==> src/rtl/bklg_pkg.sv <==
package bklg_pkg;
  typedef enum logic [1:0] {
    K_CROWD = 2'd0,
    K_GROUP = 2'd1,
    K_PROC  = 2'd2
  } bklg_kind_e;

  localparam int OP_W     = 12;
  localparam int NUM_KIND = 3;
  localparam int LD_BYTES = 2;
  localparam int ST_BYTES = 1;
endpackage

==> src/rtl/bklg_decode.sv <==
module bklg_decode
  import bklg_pkg::*;
#(
  parameter int ADDR_W     = 20,
  parameter int PAGE_SHIFT = 12,
  parameter int NUM_CNT    = 8,
  parameter int CNT_W      = 8,
  localparam int IDX_W     = (NUM_CNT > 1) ? $clog2(NUM_CNT) : 1,
  localparam int PAGE_W    = ADDR_W - PAGE_SHIFT
) (
  input  logic              win,
  input  logic              write,
  input  logic [ADDR_W-1:0] addr,
  input  logic [3:0]        size,
  input  logic [CNT_W-1:0]  wdata,
  output bklg_kind_e        kind,
  output logic [IDX_W-1:0]  idx,
  output logic              fault,
  output logic              noop,
  output logic              dec,
  output logic [CNT_W-1:0]  amount
);
  logic [PAGE_W-1:0] page;
  logic [OP_W-1:0]   op;
  logic [PAGE_W-1:0] full_idx;
  logic              size_ok;
  logic              range_ok;

  always_comb begin
    page     = addr[ADDR_W-1:PAGE_SHIFT];
    op       = addr[OP_W-1:0];
    full_idx = win ? (page >> 1) : page;
    if (!win)        kind = K_CROWD;
    else if (page[0]) kind = K_GROUP;
    else             kind = K_PROC;
    size_ok  = write ? (size == 4'(ST_BYTES)) : (size == 4'(LD_BYTES));
    range_ok = 32'(full_idx) < NUM_CNT;
    fault    = !size_ok || !range_ok;
    noop     = op[OP_W-1:1] != '0;
    dec      = op[0];
    amount   = (!write || kind == K_PROC) ? CNT_W'(1) : wdata;
    idx      = full_idx[IDX_W-1:0];
  end
endmodule

==> src/rtl/bklg_bank.sv <==
module bklg_bank #(
  parameter int NUM_CNT = 8,
  parameter int CNT_W   = 8,
  localparam int IDX_W  = (NUM_CNT > 1) ? $clog2(NUM_CNT) : 1
) (
  input  logic             clk,
  input  logic             rst,
  input  logic             we,
  input  logic [IDX_W-1:0] idx,
  input  logic             dec,
  input  logic [CNT_W-1:0] amount,
  output logic [CNT_W-1:0] rd_val
);
  logic [CNT_W-1:0] mem [NUM_CNT];
  logic [CNT_W:0]   sum;
  logic [CNT_W-1:0] nxt;

  always_comb begin
    rd_val = mem[idx];
    sum    = {1'b0, rd_val} + {1'b0, amount};
    if (dec) nxt = (amount > rd_val) ? '0 : rd_val - amount;
    else     nxt = sum[CNT_W] ? '1 : sum[CNT_W-1:0];
  end

  always_ff @(posedge clk) begin
    if (rst) begin
      for (int i = 0; i < NUM_CNT; i++) mem[i] <= '0;
    end else if (we) begin
      mem[idx] <= nxt;
    end
  end
endmodule

==> src/rtl/bklg_mmio.sv <==
module bklg_mmio
  import bklg_pkg::*;
#(
  parameter int ADDR_W     = 20,
  parameter int PAGE_SHIFT = 12,
  parameter int NUM_CNT    = 8,
  parameter int CNT_W      = 8,
  parameter int RSP_W      = 16
) (
  input  logic              clk,
  input  logic              rst,
  input  logic              req_valid,
  input  logic              req_win,
  input  logic              req_write,
  input  logic [ADDR_W-1:0] req_addr,
  input  logic [3:0]        req_size,
  input  logic [CNT_W-1:0]  req_wdata,
  output logic              rsp_valid,
  output logic [RSP_W-1:0]  rsp_data
);
  localparam int IDX_W = (NUM_CNT > 1) ? $clog2(NUM_CNT) : 1;

  bklg_kind_e       kind;
  logic [IDX_W-1:0] idx;
  logic             fault;
  logic             noop;
  logic             dec;
  logic [CNT_W-1:0] amount;
  logic [CNT_W-1:0] rd_vals [NUM_KIND];
  logic [CNT_W-1:0] old_val;

  bklg_decode #(
    .ADDR_W(ADDR_W), .PAGE_SHIFT(PAGE_SHIFT), .NUM_CNT(NUM_CNT), .CNT_W(CNT_W)
  ) u_dec (
    .win(req_win), .write(req_write), .addr(req_addr), .size(req_size),
    .wdata(req_wdata), .kind(kind), .idx(idx), .fault(fault), .noop(noop),
    .dec(dec), .amount(amount)
  );

  for (genvar k = 0; k < NUM_KIND; k++) begin : g_bank
    logic we_k;
    assign we_k = req_valid && !fault && !noop && (int'(kind) == k);
    bklg_bank #(.NUM_CNT(NUM_CNT), .CNT_W(CNT_W)) u_bank (
      .clk(clk), .rst(rst), .we(we_k), .idx(idx), .dec(dec),
      .amount(amount), .rd_val(rd_vals[k])
    );
  end

  always_comb begin
    case (kind)
      K_GROUP: old_val = rd_vals[1];
      K_PROC:  old_val = rd_vals[2];
      default: old_val = rd_vals[0];
    endcase
  end

  always_ff @(posedge clk) begin
    if (rst) begin
      rsp_valid <= 1'b0;
      rsp_data  <= '0;
    end else begin
      rsp_valid <= req_valid && !req_write;
      if (req_valid && !req_write) begin
        if (fault)     rsp_data <= '1;
        else if (noop) rsp_data <= '0;
        else           rsp_data <= RSP_W'(old_val);
      end
    end
  end
endmodule

==> config.mk <==
export PLATFORM = sky130hd
export DESIGN_NAME = bklg_mmio
export DESIGN_NICKNAME = d
export VERILOG_FILES = /design/src/rtl/bklg_pkg.sv /design/src/rtl/bklg_decode.sv /design/src/rtl/bklg_bank.sv /design/src/rtl/bklg_mmio.sv
export SDC_FILE = /design/constraint.sdc
export NUM_CORES = 1
export LEC_CHECK = 0
export BUFFER_PORTS_ARGS = -buffer_cell sky130_fd_sc_hd__buf_2
export CAP_MARGIN = 40
export CORE_AREA = 10 10 216 136
export CTS_BUF_LIST = sky130_fd_sc_hd__clkbuf_8
export DETAILED_ROUTE_END_ITERATION = 6
export DIE_AREA = 0 0 226 146
export PLACE_DENSITY = 0.64
export SKIP_LAST_GASP = 1
export SYNTH_ARGS = -nofsm -noshare
export SYNTH_HDL_FRONTEND = slang
export SYNTH_SLANG_ARGS = --single-unit
==> constraint.sdc <==
create_clock -name clk -period 4.9 [get_ports clk]
set_input_delay 0 -clock clk [delete_from_list [all_inputs] [get_ports clk]]
set_output_delay 0 -clock clk [all_outputs]
set_load 0.1 [all_outputs]
* Yosys cells after proc, flatten, opt, wreduce, memory -nomap -nowiden
Memories as Yosys holds them, arrays and structs flattened.
Cells that the tools add are included.
** Cells by class
- Add/subtract/negate cells :: 6
- Magnitude comparators :: 4
- Equality and inequality tests :: 6
- Muxes and demuxes :: 37
- Reduce and logical (&&, ||, !) cells :: 18
** Operators with widths (number)
- 8-bit two-way mux :: 15
- 8-bit by 8-bit adder with 9-bit output :: 3
- 8-bit greater-than comparator :: 3
- 8-bit OR reduction :: 3
- 8-bit subtractor :: 3
- 16-bit two-way mux :: 1
- 8-bit one-hot mux with 2 select lines :: 1
- 1-bit two-way mux :: 15
- 11-bit nonzero test :: 1
- 3-bit two-way mux :: 3
- 8-bit by 4-bit < comparator with 1-bit output, second input constant :: 1
- 2-bit equality test, second input constant :: 3
- 1-bit logical AND :: 6
- 1-bit zero test :: 5
- 4-bit by 1-bit equality test with 1-bit output, second input constant :: 1
- 4-bit by 2-bit equality test with 1-bit output, second input constant :: 1
- 2-bit two-way mux :: 2
- 2-bit by 1-bit equality test with 1-bit output, second input constant :: 1
- 2-bit zero test :: 1
- 1-bit logical OR :: 2
** Word-level totals
- Register bits after elaboration :: 17
- Memory bits (writable) :: 192
- Output and inout port bits :: 17
- Word-level logic and storage cells :: 76
- Memories kept :: 3
** Memories
- g_bank[0].u_bank.mem :: words 8, bits a word 8, read ports 1, clocked after memory_dff 0, wr ports 8, line bklg_bank.sv:14 : logic [CNT_W-1:0] mem [NUM_CNT];
- g_bank[1].u_bank.mem :: words 8, bits a word 8, read ports 1, clocked after memory_dff 0, wr ports 8, line bklg_bank.sv:14
- g_bank[2].u_bank.mem :: words 8, bits a word 8, read ports 1, clocked after memory_dff 0, wr ports 8, line bklg_bank.sv:14

* Longest topological paths before layout
Gate-level depths: netlist of the first run.
- Depth after elaboration :: 13
- Depth in mapped cells :: 21
- Depth with buffers taken out :: 18

* Modules after synthesis
From an unflattened synthesis of the first run, not the netlist that was laid out.
** Unflattened totals
- Cells, all modules :: 1155
- Area total of the unflattened synthesis :: 12448.2 µm²
** By module, submodules not included
- bklg_bank (g_bank[1].u_bank) :: instances 1, cells an instance 357, area an instance 3861.2 µm², sequential area each 1921.8 µm²
- bklg_bank (g_bank[0].u_bank) :: instances 1, cells an instance 353, area an instance 3842.4 µm², sequential area each 1921.8 µm²
- bklg_bank (g_bank[2].u_bank) :: instances 1, cells an instance 342, area an instance 3803.6 µm², sequential area each 1921.8 µm²
- bklg_mmio :: instances 1, cells an instance 78, area an instance 730.7 µm², sequential area each 200.2 µm²
- bklg_decode :: instances 1, cells an instance 25, area an instance 210.2 µm², sequential area each 0.0 µm²

* Least setup slack after synthesis of the first run
No wires, ideal clock.
- Kind :: input -> register
- Start :: in req_win
- End :: mem g_bank[2].u_bank.mem[0][3], data pin
- Setup time :: 0.278 ns
- Arrival :: 3.605 ns
- Data required time :: 4.622 ns
- Path slack :: 1.017 ns
- Cell stages on the path :: 19
- Buffers on the path :: 3
- Path through :: buf_2 -> mux2_2 -> or3_1 -> clkbuf_1 -> clkbuf_1 -> o22ai_1 -> nor2_1 -> nand2_1 -> ha_1 -> fa_1 -> o21bai_1 -> a21oi_1 -> o21bai_1 -> a21o_1 -> a21o_1 -> a21oi_1 -> a2bb2oi_1 -> a2bb2oi_1 -> a21oi_1
** RTL lines
- from (decl) :: line bklg_mmio.sv:13 : input logic req_win,
- to (decl) :: line bklg_bank.sv:14

==> impl_summary.txt, run 1 <==
----------------------------------------------------
[Outcome]
  Run status ... finished clean

[Clock network]
  Total of cells resized after clock tree synthesis ... 0
  Clk sink count ... 202
  Buffers from clock root to sink, at most ... 3
  Clock tree from TritonCTS ... done
  Buffer cell driving the clock tree root ... clkbuf_8
  CTS H-Tree Depth ... 1
  Worst-path clk slew ... 0.06 ns
  CTS buffer count ... 30
  Worst-skew pair later-pin latency ... 0.60 ns

[Die]
  Initial core utilization ... 45.8%
  Die outline area ... 33,000 sq um
  Floorplan die width ... 226 um
  IO Count ... 54
  Area inside the core boundary ... 25,700 sq um
  Chip Height ... 146 um
  Number of core rows ... 46

[Setup path]
  Kind of start point of the critical path ... input pin
  Crit-path slowest cell ... and2_1
  Arrival time of the worst setup path ... 4.52 ns
  Type of the worst setup path ... input pin to register
  Critical Path RT ... 5.22 ns
  Largest fanout on the critical path ... 25
  Delay of the slowest critical-path stage ... 0.63 ns
  Type of element capturing the critical path ... register
  Crit-path cells ... buf_2 -> nand4bb_1 -> and2_1 -> o22ai_1 -> nor3b_1 -> ha_1 -> o21ai_0 -> a21oi_1 -> nand3_1 -> o2111ai_1 -> a2111oi_4 -> o21ai_1 -> a22oi_1 -> nor2_1

[Power]
  Leak ... 5.22 nW
  Power density cells ... 347 nW/um^2
  Tot Pwr ... 0.00463 W
  Worst VDD drop ... 0.234 mV

[STA]
  Max transition margin ... 36.9%
  Share of the cycle needed by the critical path after routing ... 85.6%
  Number of failing setup endpoints in the final timing report ... 0
  Shortest clock period the worst path allows after layout ... 4.19 ns
  Final slew viol count ... 0
  Setup clock skew after layout ... 0.0167 ns
  Setup TNS ... 0 ns
  Highest achievable clock rate ... 0.238 GHz
  Endpoints failing hold ... 0
  Transition time of the tightest slew-check pin ... 0.940 ns
  Final critical-path setup slack ... 0.705 ns
  Unrepaired setup endpoints after global routing ... false

[Route]
  Vias per cell ... 6.24
  Number of iterations in the first detailed-routing pass ... 6
  Number of design-rule violations left by the first detailed-router iteration ... 1,439
  Number of design rule violations left after detail routing ... 0
  Remaining number of nets flagged by the antenna check after routing ... 0
  Final routed wire length divided by cell count ... 25.0 um
  Final WL ... 40.1 mm
  Via Count ... 10,000

[Cells and area]
  Ant diodes ... 0
  Number of nets in the layout ... 1,340
  Area delta synth->final ... 13.3%
  Ratio of cells with drive above 1 in the final layout ... 15.6%
  Finished Cell Area ... 13,400 sq um

[Yosys]
  Top flip-flop cell by instance count after synthesis ... edfxtp_1
  EDFF count, synth ... 192
  Asr flop ratio synth ... 0%
  Cell variety after synth ... 89
  Synth Cell Area ... 11,800 sq um
  Cell types occupying the most area after synthesis ... edfxtp_1 (49%), ha_1 (5.4%), nor2_1 (5.2%)
  Syn Inst Count ... 1,140
  Leading area contributor after synthesis ... edfxtp_1
  Net count after synthesis ... 1,231
  Average instance area after synthesis ... 10.3 sq um
  Post-synthesis sequential area ratio ... 50.6%
  Area share of the leading cell type in the synthesized netlist ... 48.9%
  Flop and latch count out of synthesis ... 202
  Number of warnings printed during yosys synthesis ... 0

[Placement]
  Final weighted congestion in routability-driven placement ... 0.937
  Count of input and output buffers ... 53
  DPL Wire Length ... 29.5 mm
  Total cell area at the placement stage ... 12,700 sq um
  Pre-CTS setup slack ... 0.242 ns

[GRT]
  Overall track demand over capacity in global routing ... 23.9%
  Wire length of the first global-routing pass ... 60.2 mm
  Leftover overflow at the end of global routing ... 0
  Maximum number of pins on one net before global-route repair ... 37
  Initial antenna violation count ... 0
  Vias in the first global route ... 9,390

[Flow run]
  Count of maximum capacitance violations ... 0

[Min path]
  Type of the worst min-delay path ... input pin to register

----------------------------------------------------
==> flip-flops by register name, indices dropped and copies added (netlist names) <==
register / cells
g_bank.u_bank.mem: 192
rsp_data: 9
rsp_valid: 1
==> final timing paths <==
check / start / cells after the start / to / slack (ns)
worst max-delay path: req_addr[14] / 14 / g_bank[1].u_bank.mem[5][2] / 0.71
worst min-delay path: rst / 2 / rsp_data[3] / 0.04
worst max register to register: g_bank[1].u_bank.mem[0][1] / 13 / g_bank[1].u_bank.mem[5][2] / 0.82
worst min register to register: rsp_data[3] / 2 / rsp_data[3] / 0.56
==> layout by cell type, fill, tap and decap left out, types with 5 or more instances in the layout <==
master           n
dlygate4sd3_1    8
dfxtp_1         10
or3_1            9
ha_1            51
inv_1           59
a32oi_1          8
o21ai_0         34
xor2_1           6
clkbuf_8        30
nor2_1         163
a2111oi_0       10
o22ai_1         46
o21ai_1          5
a21oi_1         81
nand3_1         12
buf_2           55
and3b_1          5
nand2_1         83
buf_4           63
nor2_2           8
nor4_1          17
o21bai_1        15
or2_2           11
clkinv_1         9
a21o_1          11
and3_1           7
mux2i_1         19
nor2b_1          6
a31oi_1         15
nor3b_1          7
edfxtp_1       192
o22a_1           6
o31ai_1          5
o221ai_1         5
nand2b_1        32
xnor2_1         17
a211oi_1         7
and2_1           8
o211ai_1        11
nor3_1          31
==> where the power goes <==
group / switching, W / internal, W / total, W
clock: 0.000685 / 0.000675 / 0.00136
combinational: 0.000877 / 0.000432 / 0.00131
sequential: 0.0000217 / 0.00194 / 0.00196
==> synth_stat cells, drive strengths merged (5+ instances only) <==
cell type	count
nor3	31
nor2	171
o22ai	47
nand3	12
mux2i	19
nor2b	6
nor3b	7
or3	9
nand2b	32
dfxtp	10
ha	51
o22a	6
nand2	83
a32oi	8
a31oi	15
and3	7
nor4	17
o31ai	6
a21o	11
edfxtp	192
o21bai	15
buf	22
xnor2	17
o221ai	5
o211ai	11
o21ai	42
and3b	5
clkbuf	28
a2111oi	12
xor2	6
o221a	5
a211oi	8
a21oi	81
and2	9
inv	49
or2	12
==> worst max-delay path: cells and delay by family <==
family	cells	cell delay [ns]
AO/OA/AOI/OAI	7	1.99
AND/OR/NAND/NOR	5	1.74
adder cells (fa/ha/maj)	1	0.45
buffers and inverters	1	0.32
==> layer usage <==
| metal | GRT usage (%) | wire length (um) | vias to the layer above |
|---|---|---|---|
| li1 | - | - | 4520 |
| met1 | 35.5 | 17800 | 4845 |
| met2 | 32.3 | 16200 | 602 |
| met3 | 8.55 | 5440 | 58 |
| met4 | 4.34 | 680 | 0 |
| met5 | 0 | 0 | - |
==> logic make-up after synthesis <==
kind of cell    after synthesis  share of synthesized area [%]
compound gates              323                           19.3
xor+xnor                     23                           1.71
fa+ha+maj                    54                           5.92
buf+inv                     100                           3.68
flops                       202                           50.6
mux                          23                           2.00
simple gates                415                           16.8
==> area by class of cell <==
type / count / area [sq um]
clock buffer: 30 / 413
multi-input combinational: 838 / 5390
sequential: 202 / 5970
clock inverter: 24 / 150
timing repair buffer: 127 / 832
inverter: 50 / 188
fill: 2341 / 12400
tap: 336 / 420
==> through the flow <==
step	hold slack, ns	utilization (%)	std cells
finish	0.0434	51.9	1607
global route	0.0582	51.9	1607
CTS	0.0224	51.9	1606
detailed placement	0.354	49.4	1544
global placement	0.341	49.4	1542
floorplan	0.170	-	1140
==> repair_timing <==
item	CTS	global route
setup buffers	0	0
hold buffers	8	0
endpoints found under the hold margin	8	0
No activity file was read; power rests on OpenSTA's default activity.
==> inputs of run 2 (changes only) <==
--- a/config.mk
+++ b/config.mk
@@ -12,6 +12,7 @@
 export DETAILED_ROUTE_END_ITERATION = 6
 export DIE_AREA = 0 0 226 146
 export PLACE_DENSITY = 0.64
+export RECOVER_POWER = 25
 export SKIP_LAST_GASP = 1
 export SYNTH_ARGS = -nofsm -noshare
 export SYNTH_HDL_FRONTEND = slang
==> run 2 against run 1 <==
Via count is essentially flat. Power is essentially flat. Critical path depth increased by 5. Fmax shrank 5.6%. Critical path type unchanged. Largest power group unchanged.
==> impl_summary.txt, run 2 (same netlist as run 1, synthesis figures left out) <==
----------------------------------------------------
[Outcome]
  Run status ... finished clean

[Cells and area]
  Number of nets in the layout ... 1,340 (unchanged)
  Ant diodes ... 0 (unchanged)
  Register ranked first by flip-flop count ... g_bank.u_bank.mem
  Most common cell after layout, fill and taps aside ... edfxtp_1
  Regs by FF count ... g_bank.u_bank.mem: 192 flops, rsp_data: 9 flops, rsp_valid: 1 flops
  Fill cell total of the finished layout ... 2,359 (+0.77%)
  Storage element area ... 5970 sq um (unchanged)
  Most frequent cells in the layout ... edfxtp_1 (192), nor2_1 (163), nand2_1 (83), a21oi_1 (81), inv_1 (59)
  Area of combinational cells with multiple inputs ... 5390 sq um (unchanged)
  Ratio of cells with drive above 1 in the final layout ... 13.5% (-2.0 points)
  Area delta synth->final ... 12.9%
  Final core utilization ... 51.7% (-0.19 points)
  Largest register FFs ... 192 (unchanged)

[STA]
  Number of failing setup endpoints in the final timing report ... 0 (unchanged)
  Unrepaired setup endpoints after global routing ... false
  Setup TNS ... 0 ns (unchanged)
  Shortest clock period the worst path allows after layout ... 4.45 ns (+0.251 ns)
  Max transition margin ... 13.3% (-24 points)
  Final slew viol count ... 0 (unchanged)
  Transition time of the tightest slew-check pin ... 1.31 ns (+0.366 ns)
  Share of the cycle needed by the critical path after routing ... 90.7% (+5.1 points)
  Endpoints failing hold ... 0 (unchanged)
  Setup clock skew after layout ... 0.0213 ns (+0.00469 ns)
  Highest achievable clock rate ... 0.225 GHz (-5.6%)

[Die]
  Initial core utilization ... 45.8% (unchanged)
  Number of core rows ... 46 (unchanged)
  Floorplan die width ... 226 um (unchanged)
  Die outline area ... 33,000 sq um (unchanged)
  Area inside the core boundary ... 25,700 sq um (unchanged)
  IO Count ... 54 (unchanged)
  Chip Height ... 146 um (unchanged)

[Setup path]
  Launch instance of the worst register-to-register path ... g_bank[1].u_bank.mem[0][1]
  Kind of start point of the critical path ... input pin
  Arrival time of the worst setup path ... 4.80 ns (+0.28 ns)
  First element of the critical path ... req_win
  Type of element capturing the critical path ... register
  Critical Path RT ... 5.25 ns (+0.03 ns)
  Type of the worst setup path ... input pin to register
  Reg2reg setup slack ... 0.85 ns (+0.03 ns)
  Largest fanout on the critical path ... 21 (-16%)

[Clock network]
  Number of setup buffers added after CTS ... 0 (unchanged)
  Clk sink count ... 202 (unchanged)
  Clock tree from TritonCTS ... done
  Buffer cell driving the clock tree root ... clkbuf_8
  CTS H-Tree Depth ... 1 (unchanged)
  CTS buffer count ... 30 (unchanged)
  Buffers from clock root to sink, at most ... 3 (unchanged)
  Total of cells resized after clock tree synthesis ... 0 (unchanged)
  Worst-path clk slew ... 0.07 ns (about the same)
  Worst-skew pair later-pin latency ... 0.60 ns (about the same)

[GRT]
  Initial antenna violation count ... 0 (unchanged)
  Overall track demand over capacity in global routing ... 23.9% (unchanged)
  Vias in the first global route ... 9,390 (unchanged)
  Maximum number of pins on one net before global-route repair ... 37 (unchanged)
  Wire length of the first global-routing pass ... 60.2 mm (unchanged)
  Leftover overflow at the end of global routing ... 0 (unchanged)

[Route]
  Number of design rule violations left after detail routing ... 0 (unchanged)
  Final routed wire length divided by cell count ... 25.0 um (+0.14%)
  Vias per cell ... 6.23 (about the same)
  Remaining number of nets flagged by the antenna check after routing ... 0 (unchanged)
  Number of iterations in the first detailed-routing pass ... 5 (-1)
  Number of design-rule violations left by the first detailed-router iteration ... 1,348 (-6.3%)
  Via Count ... 10,000 (-0.10%)
  Final WL ... 40.2 mm (+0.14%)

[Flow run]
  Count of maximum capacitance violations ... 0 (unchanged)

[Power]
  Leak ... 5.13 nW (-1.7%)
  Worst VDD drop ... 0.235 mV (+0.23%)
  Power density cells ... 348 nW/um^2 (+0.32%)

[Min path]
  Hold Path Origin ... req_addr[10]
  Type of the worst min-delay path ... input pin to register

[Placement]
  DPL Wire Length ... 29.5 mm (unchanged)
  Final weighted congestion in routability-driven placement ... 0.937 (unchanged)
  Count of input and output buffers ... 53 (unchanged)

----------------------------------------------------
[run 2: cell count changes in the layout (fill, tap and decap cells not counted)]
cell and delta:
mux2_2 -1, buf_2 -18, clkbuf_1 +25, and2_0 +1, and2_1 -1, mux2_1 +1, buf_4 -7
[run 2: worst max-delay path, cell delays in order]
cell and delay (ns):
buf_2 0.30, mux2_2 0.47, nand3_1 0.34, clkbuf_1 0.60
o22ai_1 0.19, nor2_1 0.22, nand2_1 0.14, ha_1 0.27
fa_1 0.47, o21bai_1 0.21, a21oi_1 0.13, o21bai_1 0.15
a21o_1 0.18, a21o_1 0.13, a21oi_1 0.12, buf_4 0.19
inv_1 0.08, nor2_1 0.11, a2111oi_0 0.49
[run 2: worst paths after layout]
kind,end,depth (start not counted)
worst min-delay path,rsp_data[5],6
worst max-delay path,g_bank[2].u_bank.mem[3][7],19
worst min register to register,rsp_data[3],2
worst max register to register,g_bank[1].u_bank.mem[5][2],13
[run 2: cell type report]
cell class	count	area share, %
multi-input combinational	838	40.5
inverter	50	1.41
sequential	202	44.8
timing repair buffer	127	5.88
tap	336	3.16
clock buffer	30	3.10
clock inverter	24	1.13
[run 2: stage by stage]
| stage | worst slack, ns | power [W] | hold WS, ns | cells | area, sq um |
|---|---|---|---|---|---|
| 2_1_floorplan | 1.02 | 0.00284 | 0.170 | 1140 | 11800 |
| 3_3_place_gp | 0.291 | 0.00326 | 0.341 | 1542 | 12700 |
| 3_5_place_dp | 0.242 | 0.00326 | 0.354 | 1544 | 12700 |
| 4_1_cts | 0.835 | 0.00459 | 0.0224 | 1606 | 13400 |
| 5_1_grt | 0.210 | 0.00480 | 0.0582 | 1607 | 13300 |
| 6_report | 0.454 | 0.00463 | 0.0529 | 1607 | 13300 |
[run 2: repair_timing]
item | in CTS | in global routing
hold buffers | 8 | 0
endpoints found under the hold margin | 8 | 0
endpoints found under the setup margin | 0 | 0
[run 2: routing by layer]
metal | track usage [%] | up-vias | routed length (um)
met2 | 32.3 | 580 | 16200
li1 | - | 4524 | -
met1 | 35.5 | 4856 | 18000
met3 | 8.55 | 55 | 5290
met5 | 0 | - | 0
met4 | 4.34 | 0 | 692
[run 2: where the power goes]
part           leakage [nW]  switching, W  internal [W]
combinational          2.74      0.000877      0.000429
clock                 0.327      0.000686      0.000675
sequential             2.06     0.0000220       0.00194
total                  5.13       0.00159       0.00305
==> inputs of run 3 (changes only) <==
==> constraint.sdc (replaced) <==
create_clock -name clk -period 4.65 [get_ports clk]
set_input_delay 0 -clock clk [delete_from_list [all_inputs] [get_ports clk]]
set_output_delay 0 -clock clk [all_outputs]
set_load 0.1 [all_outputs]
==> run 3 against run 2 <==
Die area stayed put. Combinational power grew 9.9%. Core utilization is 0.53 points higher. First-iteration DRC count down 6.7%. Worst hold slack better by 0.013 ns. Register-to-register slack got worse by 0.20 ns. Wire length rose by 0.64%. Sequential cell count unchanged. Sequential power increased by 6%. Critical path type unchanged. Largest cell class unchanged. Largest power group unchanged. Highest routed layer unchanged.
==> impl_summary.txt, run 3 (same netlist as run 1, synthesis figures left out) <==
----------------------------------------------------
[Outcome]
  Run status ... finished clean

[Route]
  Number of design rule violations left after detail routing ... 0 (unchanged)
  Vias per cell ... 6.29 (+0.88%)
  Remaining number of nets flagged by the antenna check after routing ... 0 (unchanged)
  Via Count ... 10,200 (+2.0%)
  Number of design-rule violations left by the first detailed-router iteration ... 1,258 (-6.7%)
  Final routed wire length divided by cell count ... 24.9 um (-0.47%)
  Number of iterations in the first detailed-routing pass ... 5 (unchanged)
  Final WL ... 40.5 mm (+0.64%)

[Power]
  Worst VDD drop ... 0.243 mV (+3.6%)
  Leak ... 5.19 nW (+1.2%)
  Tot Pwr ... 0.00490 W (+5.8%)
  Power density cells ... 364 nW/um^2 (+4.7%)

[Cells and area]
  Most frequent cells in the layout ... edfxtp_1 (192), nor2_1 (163), nand2_1 (83), a21oi_1 (81), buf_4 (74)
  Register ranked first by flip-flop count ... g_bank.u_bank.mem
  Most common cell after layout, fill and taps aside ... edfxtp_1
  Ant diodes ... 0 (unchanged)
  Largest register FFs ... 192 (unchanged)
  Final core utilization ... 52.3% (+0.53 points)
  Ratio of cells with drive above 1 in the final layout ... 14.9% (+1.4 points)
  Area delta synth->final ... 14.1%
  Regs by FF count ... g_bank.u_bank.mem: 192 flops, rsp_data: 9 flops, rsp_valid: 1 flops
  Number of nets in the layout ... 1,356 (+1.2%)
  Finished Cell Area ... 13,400 sq um (+1.0%)

[STA]
  Setup TNS ... 0 ns (unchanged)
  Highest achievable clock rate ... 0.242 GHz
  Max transition margin ... 13.5% (+0.22 points)
  Shortest clock period the worst path allows after layout ... 4.13 ns
  Final slew viol count ... 0 (unchanged)
  Transition time of the tightest slew-check pin ... 1.30 ns (-0.00334 ns)
  Number of failing setup endpoints in the final timing report ... 0 (unchanged)
  Unrepaired setup endpoints after global routing ... false
  Setup clock skew after layout ... 0.0306 ns (+0.00927 ns)
  Endpoints failing hold ... 0 (unchanged)
  Share of the cycle needed by the critical path after routing ... 88.9%

[GRT]
  Wire length of the first global-routing pass ... 60.8 mm (+1.1%)
  Initial antenna violation count ... 0 (unchanged)
  Maximum number of pins on one net before global-route repair ... 36 (-2.7%)
  Leftover overflow at the end of global routing ... 0 (unchanged)
  Overall track demand over capacity in global routing ... 24.2% (+0.32 points)
  Vias in the first global route ... 9,532 (+1.5%)

[Die]
  Area inside the core boundary ... 25,700 sq um (unchanged)
  Initial core utilization ... 45.8% (unchanged)
  Die outline area ... 33,000 sq um (unchanged)
  Chip Height ... 146 um (unchanged)
  Number of core rows ... 46 (unchanged)
  Floorplan die width ... 226 um (unchanged)
  IO Count ... 54 (unchanged)

[Setup path]
  Critical Path RT ... 5.09 ns (-0.16 ns)
  Arrival time of the worst setup path ... 4.57 ns (-0.23 ns)
  Crit-path cells ... buf_2 -> mux2_1 -> nand2_1 -> a31oi_1 -> o221ai_1 -> nor3_1 -> inv_1 -> ha_1 -> fa_1 -> o21bai_1 -> a21oi_1 -> o21bai_1 -> a21oi_1 -> o21bai_1 -> a21oi_1 -> buf_4 -> o21ai_0 -> nand3_1 -> a31oi_1
  Kind of start point of the critical path ... input pin
  Type of the worst setup path ... input pin to register
  Delay of the slowest critical-path stage ... 0.70 ns (+0.10 ns)
  Crit-path slowest cell ... mux2_1
  Largest fanout on the critical path ... 20 (-4.8%)
  Type of element capturing the critical path ... register

[Clock network]
  Clk sink count ... 202 (unchanged)
  CTS buffer count ... 30 (unchanged)
  CTS H-Tree Depth ... 1 (unchanged)
  Worst-path clk slew ... 0.07 ns (about the same)
  Clock tree from TritonCTS ... done
  Buffer cell driving the clock tree root ... clkbuf_8
  Total of cells resized after clock tree synthesis ... 0 (unchanged)
  Worst-skew pair later-pin latency ... 0.61 ns (about the same)
  Buffers from clock root to sink, at most ... 3 (unchanged)

[Flow run]
  Count of maximum capacitance violations ... 0 (unchanged)

[Placement]
  Final weighted congestion in routability-driven placement ... 1.00 (+6.6%)
  DPL Wire Length ... 30.3 mm (+2.9%)
  Count of input and output buffers ... 53 (unchanged)
  Total cell area at the placement stage ... 12,800 sq um (+1.0%)

[Min path]
  Type of the worst min-delay path ... input pin to register

----------------------------------------------------
[run 3: per-layer routing]
metal  wire, um  global-route usage, %  vias up
li1           -                      -     4554
met1      18600                   38.0     5005
met2      16200                   32.2      608
met3       5100                   6.20       49
met4        590                   4.44        0
met5          0                      0        -
[run 3: repair_timing]
item,CTS,global route
endpoints found under the setup margin,0,0
hold buffers,9,0
endpoints found under the hold margin,8,0
setup buffers,0,0
[run 3: layout make-up]
cell class              count  area (sq um)
fillers                  2348         12300
clock buffers              30           413
inverters                  50           188
repair buffers            143           931
well taps                 336           420
multi-input cells         838          5390
clock inverters            26           140
flip-flops and latches    202          5970
[run 3: worst max-delay path: cells and delay by family]
family	cells	cell delay, ns
compound gates	10	1.53
fa+ha+maj	2	0.73
buf+inv	3	0.58
mux	1	0.70
simple gates	3	1.03
[run 3: per-stage QoR]
stage	worst slack [ns]	instances	hold WS (ns)
floorplan	0.767	1140	0.170
global placement	0.188	1559	0.370
detailed placement	0.0720	1559	0.359
CTS	0.666	1624	0.0384
global route	0.257	1625	0.0973
finish	0.517	1625	0.0655
[run 3: report_power, final]
group          switching (W)  total, W  internal, W
clock               0.000729   0.00139     0.000663
sequential         0.0000228   0.00207      0.00205
combinational       0.000959   0.00144     0.000479
[run 3: worst paths after layout]
| check | start | end | slack [ns] | cells past startpoint |
|---|---|---|---|---|
| max | req_win | g_bank[0].u_bank.mem[5][5] | 0.52 | 19 |
| min reg2reg | rsp_data[3] | rsp_data[3] | 0.60 | 2 |
| max reg2reg | g_bank[0].u_bank.mem[7][0] | g_bank[0].u_bank.mem[5][5] | 0.65 | 17 |
| min | req_size[3] | rsp_data[14] | 0.07 | 5 |
